==> src/rtl/tew_pkg.sv <==
package tew_pkg;
  localparam int DATA_W = 64;
  localparam int EPN_W  = 52;
  localparam int PID_W  = 14;

  typedef enum logic [1:0] {
    WS_ENTRY = 2'd0,
    WS_STAGE = 2'd1,
    WS_NOP   = 2'd2,
    WS_WMARK = 2'd3
  } ws_e;

  typedef struct packed {
    logic [EPN_W-1:0]  epn;
    logic [1:0]        vx;
    logic [2:0]        size;
    logic [DATA_W-1:0] rpn;
    logic [1:0]        cls;
    logic [3:0]        thd;
    logic              gs;
    logic              as_b;
    logic [PID_W-1:0]  pid;
    logic              pidnz;
    logic              ecl;
  } entry_t;
endpackage

==> src/rtl/tew_side.sv <==
module tew_side
  import tew_pkg::*;
#(
  parameter int DEPTH = 16,
  localparam int IW = $clog2(DEPTH)
) (
  input  logic              clk,
  input  logic              rst_n,
  input  logic              hit,
  input  logic [1:0]        ws,
  input  logic              rr_en,
  input  logic [IW-1:0]     addr_lo,
  input  logic [DATA_W-1:0] data,
  output logic [IW-1:0]     idx_o,
  output logic [DATA_W-1:0] stage_o
);
  logic [IW-1:0] ptr_q, wm_q, rr_idx;

  assign rr_idx = (ptr_q > wm_q) ? '0 : ptr_q;
  assign idx_o  = rr_en ? rr_idx : addr_lo;

  always_ff @(posedge clk or negedge rst_n) begin
    if (!rst_n) begin
      ptr_q   <= '0;
      wm_q    <= IW'(DEPTH - 1);
      stage_o <= '0;
    end else if (hit) begin
      unique case (ws_e'(ws))
        WS_ENTRY: if (rr_en) ptr_q <= (rr_idx == wm_q) ? '0 : rr_idx + 1'b1;
        WS_STAGE: stage_o <= data;
        WS_WMARK: wm_q <= data[IW-1:0];
        default: ;
      endcase
    end
  end
endmodule

==> src/rtl/tew_pack.sv <==
module tew_pack
  import tew_pkg::*;
(
  input  logic [DATA_W-1:0] data,
  input  logic [DATA_W-1:0] stage,
  input  logic              cls_pid,
  input  logic              thd_pid,
  input  logic [PID_W-1:0]  pid,
  input  logic              pidnz,
  input  logic              gs,
  input  logic              as_b,
  input  logic              ecl,
  output entry_t            ent
);
  always_comb begin
    ent.epn   = data[DATA_W-1:DATA_W-EPN_W];
    ent.vx    = data[11:10];
    ent.size  = {data[9:8], 1'b1};
    ent.rpn   = stage;
    ent.cls   = cls_pid ? pid[5:4] : data[13:12];
    ent.thd   = thd_pid ? pid[3:0] : data[7:4];
    ent.gs    = gs;
    ent.as_b  = as_b;
    ent.pid   = pid;
    ent.pidnz = pidnz;
    ent.ecl   = ecl;
  end
endmodule

==> src/rtl/trans_entry_writer.sv <==
module trans_entry_writer
  import tew_pkg::*;
#(
  parameter int I_DEPTH = 16,
  parameter int D_DEPTH = 32,
  localparam int I_IW  = $clog2(I_DEPTH),
  localparam int D_IW  = $clog2(D_DEPTH),
  localparam int IDX_W = (I_IW > D_IW) ? I_IW : D_IW
) (
  input  logic              clk,
  input  logic              rst_n,
  input  logic              req_valid,
  output logic              req_ready,
  input  logic [1:0]        req_sel,
  input  logic [1:0]        req_ws,
  input  logic [63:0]       req_addr,
  input  logic [63:0]       req_data,
  input  logic              rr_en_i,
  input  logic              rr_en_d,
  input  logic              cls_pid_i,
  input  logic              cls_pid_d,
  input  logic              thd_pid_i,
  input  logic              thd_pid_d,
  input  logic [13:0]       ctx_pid,
  input  logic              ctx_pidnz,
  input  logic              ctx_gs,
  input  logic              ctx_as,
  input  logic              ctx_ecl,
  output logic              iarr_we,
  output logic              darr_we,
  output logic              illegal_o,
  output logic [IDX_W-1:0]  wr_index,
  output logic [51:0]       ent_epn,
  output logic [1:0]        ent_vx,
  output logic [2:0]        ent_size,
  output logic [63:0]       ent_rpn,
  output logic [1:0]        ent_class,
  output logic [3:0]        ent_thd,
  output logic              ent_gs,
  output logic              ent_as,
  output logic [13:0]       ent_pid,
  output logic              ent_pidnz,
  output logic              ent_ecl
);
  localparam logic [1:0] SEL_I = 2'd2;
  localparam logic [1:0] SEL_D = 2'd3;

  logic              hit_i, hit_d, is_d;
  logic [I_IW-1:0]   idx_i;
  logic [D_IW-1:0]   idx_d;
  logic [63:0]       stage_i, stage_d;
  entry_t            ent_nx, ent_q;
  logic [IDX_W-1:0]  idx_nx;

  assign req_ready = 1'b1;
  assign hit_i = req_valid && (req_sel == SEL_I);
  assign hit_d = req_valid && (req_sel == SEL_D);
  assign is_d  = (req_sel == SEL_D);

  tew_side #(.DEPTH(I_DEPTH)) u_side_i (
    .clk(clk), .rst_n(rst_n), .hit(hit_i), .ws(req_ws), .rr_en(rr_en_i),
    .addr_lo(req_addr[I_IW-1:0]), .data(req_data), .idx_o(idx_i), .stage_o(stage_i)
  );

  tew_side #(.DEPTH(D_DEPTH)) u_side_d (
    .clk(clk), .rst_n(rst_n), .hit(hit_d), .ws(req_ws), .rr_en(rr_en_d),
    .addr_lo(req_addr[D_IW-1:0]), .data(req_data), .idx_o(idx_d), .stage_o(stage_d)
  );

  tew_pack u_pack (
    .data(req_data),
    .stage(is_d ? stage_d : stage_i),
    .cls_pid(is_d ? cls_pid_d : cls_pid_i),
    .thd_pid(is_d ? thd_pid_d : thd_pid_i),
    .pid(ctx_pid), .pidnz(ctx_pidnz), .gs(ctx_gs), .as_b(ctx_as), .ecl(ctx_ecl),
    .ent(ent_nx)
  );

  assign idx_nx = is_d ? IDX_W'(idx_d) : IDX_W'(idx_i);

  always_ff @(posedge clk or negedge rst_n) begin
    if (!rst_n) begin
      iarr_we   <= 1'b0;
      darr_we   <= 1'b0;
      illegal_o <= 1'b0;
      wr_index  <= '0;
      ent_q     <= '0;
    end else begin
      iarr_we   <= hit_i && (req_ws == WS_ENTRY);
      darr_we   <= hit_d && (req_ws == WS_ENTRY);
      illegal_o <= req_valid && !req_sel[1];
      if (req_valid) begin
        wr_index <= idx_nx;
        ent_q    <= ent_nx;
      end
    end
  end

  assign ent_epn   = ent_q.epn;
  assign ent_vx    = ent_q.vx;
  assign ent_size  = ent_q.size;
  assign ent_rpn   = ent_q.rpn;
  assign ent_class = ent_q.cls;
  assign ent_thd   = ent_q.thd;
  assign ent_gs    = ent_q.gs;
  assign ent_as    = ent_q.as_b;
  assign ent_pid   = ent_q.pid;
  assign ent_pidnz = ent_q.pidnz;
  assign ent_ecl   = ent_q.ecl;
endmodule

==> config.mk <==
export PLATFORM = sky130hd
export DESIGN_NAME = trans_entry_writer
export DESIGN_NICKNAME = d
export VERILOG_FILES = /design/src/rtl/tew_pkg.sv /design/src/rtl/tew_side.sv /design/src/rtl/tew_pack.sv /design/src/rtl/trans_entry_writer.sv
export SDC_FILE = /design/constraint.sdc
export NUM_CORES = 1
export LEC_CHECK = 0
export BUFFER_PORTS_ARGS = -buffer_cell sky130_fd_sc_hd__buf_2
export CELL_PAD_IN_SITES_DETAIL_PLACEMENT = 1
export CELL_PAD_IN_SITES_GLOBAL_PLACEMENT = 1
export CORE_MARGIN = 1
export CORE_UTILIZATION = 35
export DETAILED_ROUTE_END_ITERATION = 8
export HOLD_SLACK_MARGIN = 0.03
export PLACE_DENSITY = 0.71
export SETUP_SLACK_MARGIN = 0.05
export SLEW_MARGIN = 20
export SYNTH_ARGS = -nofsm -noshare
export SYNTH_HDL_FRONTEND = slang
export SYNTH_SLANG_ARGS = --single-unit
export TNS_END_PERCENT = 10
==> constraint.sdc <==
create_clock -name clk -period 5.9 [get_ports clk]
set_input_delay 1.18 -clock clk [delete_from_list [all_inputs] [get_ports clk]]
set_output_delay 1.18 -clock clk [all_outputs]
set_load 0.03 [all_outputs]
==> flow_metrics.py <==
metrics = {
    "logic_synthesis": {
        "synth_nets": 1089,
        "ys.flop_type": "dfrtp_1",
        "syn_area_mm2": 0.01230,
        "netlist.area_leader.share": 0.5899,
        "syn_area_per_cell_um2": 13.39,
        "synth_cells": 919,
        "ys_seq_elements": 299,
        "synth_cell_types": 47,
        "synth-edff-count": 0,
        "ys_warn_count": 0,
        "yosysTopAreaCell": "dfrtp_1",
        "seq_area_frac_synth": 0.6091,
        "ys_async_sr_fraction": 1.000,
        "synth_area_leaders": "dfrtp_1, mux2_2, mux2i_1",
    },
    "pwr": {
        "irDropWorstVdd_uv": 167.6,
        "p_comb_frac": 0.202,
        "p_leak_nw": 7.184,
        "p_switching_w": 0.001711,
        "p_int_w": 0.004162,
        "clkPwrFrac": 0.351,
        "switching_share": 0.2913,
        "seqPwrFrac": 0.447,
        "pwr_density_cell_mw_per_mm2": 386.8,
    },
    "detailed_routing": {
        "dr.pass1.iters": 4,
        "drt_iter0_drc": 313,
        "vias": 8067,
        "wl_per_cell_um": 17.75,
        "drt-vias-per-instance": 4.892,
        "routed_wl_um": 29280,
        "ant_nets": 0,
        "drc": 0,
    },
    "sta": {
        "setup_violations": 0,
        "period_share": 0.4844,
        "slew_headroom": 0.2842,
        "max_freq_ghz": 0.3499,
        "finalWorstSetupSlack_ns": 3.042,
        "finalHoldViolCount": 0,
        "grt_setup_unrepaired": "false",
        "worst_pin_slew_ns": 1.074,
        "tns_ns": 0,
        "slew_viol_final": 0,
        "period_needed_ns": 2.858,
        "fin_skew_ns": 0.007822,
    },
    "grt": {
        "grtUsageTotal": 0.1650,
        "grt_pass1_wl_um": 47410,
        "grt_max_degree": 129,
        "grt_pass1_vias": 8728,
        "overflow": 0,
        "antenna_found_initial": 2,
    },
    "floorplanning": {
        "row_count": 68,
        "dieArea_mm2": 0.03590,
        "num_io_pins": 313,
        "start_util": 0.3562,
        "fp.coreArea_mm2": 0.03454,
        "die_x_um": 189.5,
        "die_y_um": 189.5,
    },
    "layout": {
        "syn2layout_area_growth_pct": 23.41,
        "nets": 1341,
        "mostFrequentLayoutCells": "dfrtp_1, buf_2, mux2_2",
        "drive_gt1_frac": 0.4426,
        "finish.utilization": 0.4395,
        "fill_cells": 3675,
        "layout_commonest_cell": "dfrtp_1",
    },
    "place": {
        "port_buffers": 252,
        "place.gp.congestion": 0.7819,
        "dp_slack_ns": 2.507,
        "hpwlAfterDp_um": 19390,
    },
    "setup_path": {
        "critPathSlowestCell": "buf_4",
        "start_kind": "input pin",
        "arrival_ns": 3.27,
        "critPathKind": "input pin to register",
        "required_ns": 6.31,
        "crit_path_cell_trace": "clkbuf_8 -> buf_4 -> nand3_1 -> nor2_1 -> mux2_2",
        "crit_path_max_fanout": 78,
        "worst_path_largest_cell_delay_ns": 0.72,
        "worstSetupEndpointType": "register",
    },
    "clocking": {
        "cts_tree": "yes",
        "post_cts_buffers": 0,
        "hold_buffers": 0,
        "htree_levels": 2,
        "cts.sinks": 299,
        "clk_path_buf_depth": 3,
        "clock_latency_ns": 0.49,
        "clk_pin_slew_ns": 0.06,
        "ctsResizeCount": 0,
        "cts_buffers": 34,
        "root_buffer": "clkbuf_16",
    },
    "min_path": {
        "min_path_type": "register to register",
    },
    "run": {
        "drv_cap": 0,
    },
    "outcome": {
        "status": "complete, no violations",
    },
}
[area by class of cell]
| type | instances | area (um2) | share of cell area |
|---|---|---|---|
| Clock inverter | 4 | 83.83 | 0.005521 |
| Tap cell | 455 | 569.3 | 0.03749 |
| Timing Repair Buffer | 261 | 1393 | 0.09172 |
| Clock buffer | 54 | 1006 | 0.06625 |
| Antenna cell | 1 | 2.502 | 0.0001648 |
| Multi-Input combinational cell | 556 | 4564 | 0.3006 |
| Sequential cell | 299 | 7493 | 0.4935 |
| Inverter | 19 | 71.32 | 0.004697 |
[cell usage after synthesis (2+ instances only)]
master,number
dfrtp_1,290
mux2_2,199
nor2_1,83
a21oi_1,79
mux2i_1,74
inv_1,19
clkbuf_1,18
nand2_1,17
o21ai_0,17
buf_2,15
buf_1,11
ha_1,11
dfstp_2,9
nand3_1,8
nand2b_1,7
o22ai_1,6
mux2_1,5
a22o_1,4
and3_1,4
and2_1,3
nand4_1,3
nor2b_1,3
o2111ai_1,3
a22oi_1,2
a31o_2,2
a31oi_1,2
nor2_2,2
nor2_4,2
nor4_1,2
nor4b_1,2
[final timing paths]
path                       slack (ns)                         start                            end  cells past startpoint
max in group asynchronous        3.76                         rst_n              iarr_we$_DFF_PN0_                      2
min in group asynchronous        0.79                         rst_n        ent_epn[40]$_DFFE_PN0P_                      1
max reg2reg                      3.17  u_side_d.wm_q[4]$_DFFE_PN1P_  u_side_d.ptr_q[4]$_DFFE_PN0P_                     11
min                              0.47       ent_size[0]$_DFFE_PN0P_        ent_size[0]$_DFFE_PN0P_                      1
max                              3.04                     req_valid   u_side_i.wm_q[0]$_DFFE_PN1P_                      5
min reg2reg                      0.47       ent_size[0]$_DFFE_PN0P_        ent_size[0]$_DFFE_PN0P_                      1
[critical path, delay by kind of cell]
kind,cells,cell delay (ns)
muxes,1,0.38
buffers and inverters,2,1.11
and+or+nand+nor,2,0.57
[logic make-up (layout without fill, tap and decap cells)]
group           count (synthesis)  after routing  share of synthesized area
mux                           278            278                     0.2469
simple gates                  140            140                    0.05177
buf+inv                        64            338                    0.02136
xor+xnor                        1              1                  0.0007120
fa+ha+maj                      11             11                    0.01119
compound gates                125            125                    0.05868
other cells                     1              2                  0.0003048
flops                         299            299                     0.6091
[power groups by stage]
| stage | Sequential (W) | Clock [W] | Combinational [W] |
|---|---|---|---|
| final | 0.00263 | 0.00206 | 0.00119 |
| after global routing | 0.00268 | 0.00220 | 0.00130 |
| after CTS | 0.00263 | 0.00213 | 0.00121 |
| after detailed placement | 0.00267 | 0 | 0.00120 |
| after global placement | 0.00264 | 0 | 0.00117 |
| after floorplan | 0.00290 | 0 | 0.000542 |
[sequential cells by signal (all words and copies together), names as in the netlist, 2 cells and up]
name	count
ent_thd	4
ent_size	3
ent_epn	52
u_side_i.stage_o	64
ent_pid	14
u_side_d.ptr_q	5
u_side_d.stage_o	64
ent_rpn	64
ent_vx	2
u_side_i.wm_q	4
u_side_d.wm_q	5
ent_class	2
wr_index	5
u_side_i.ptr_q	4
[through the flow]
stage / instance area, um2 / instances / total power (W) / hold WS [ns]
2_1_floorplan: 12300 / 919 / 0.003444 / 0.4574
3_3_place_gp: 14060 / 1589 / 0.003812 / 0.4479
3_5_place_dp: 14090 / 1590 / 0.003870 / 0.4495
4_1_cts: 15180 / 1648 / 0.005974 / 0.4673
5_1_grt: 15180 / 1649 / 0.006178 / 0.4970
6_report: 15180 / 1649 / 0.005873 / 0.4719
[layer usage]
metal,GRT usage,share of wire,up-vias,routed length (um)
met5,0,0.00044,-,13
met4,0.04218,0.021,2,609
li1,-,-,3746,-
met3,0.03689,0.050,43,1471
met2,0.2781,0.49,162,14400
met1,0.2136,0.44,4114,12780
Power figures use the tool's default switching activity.
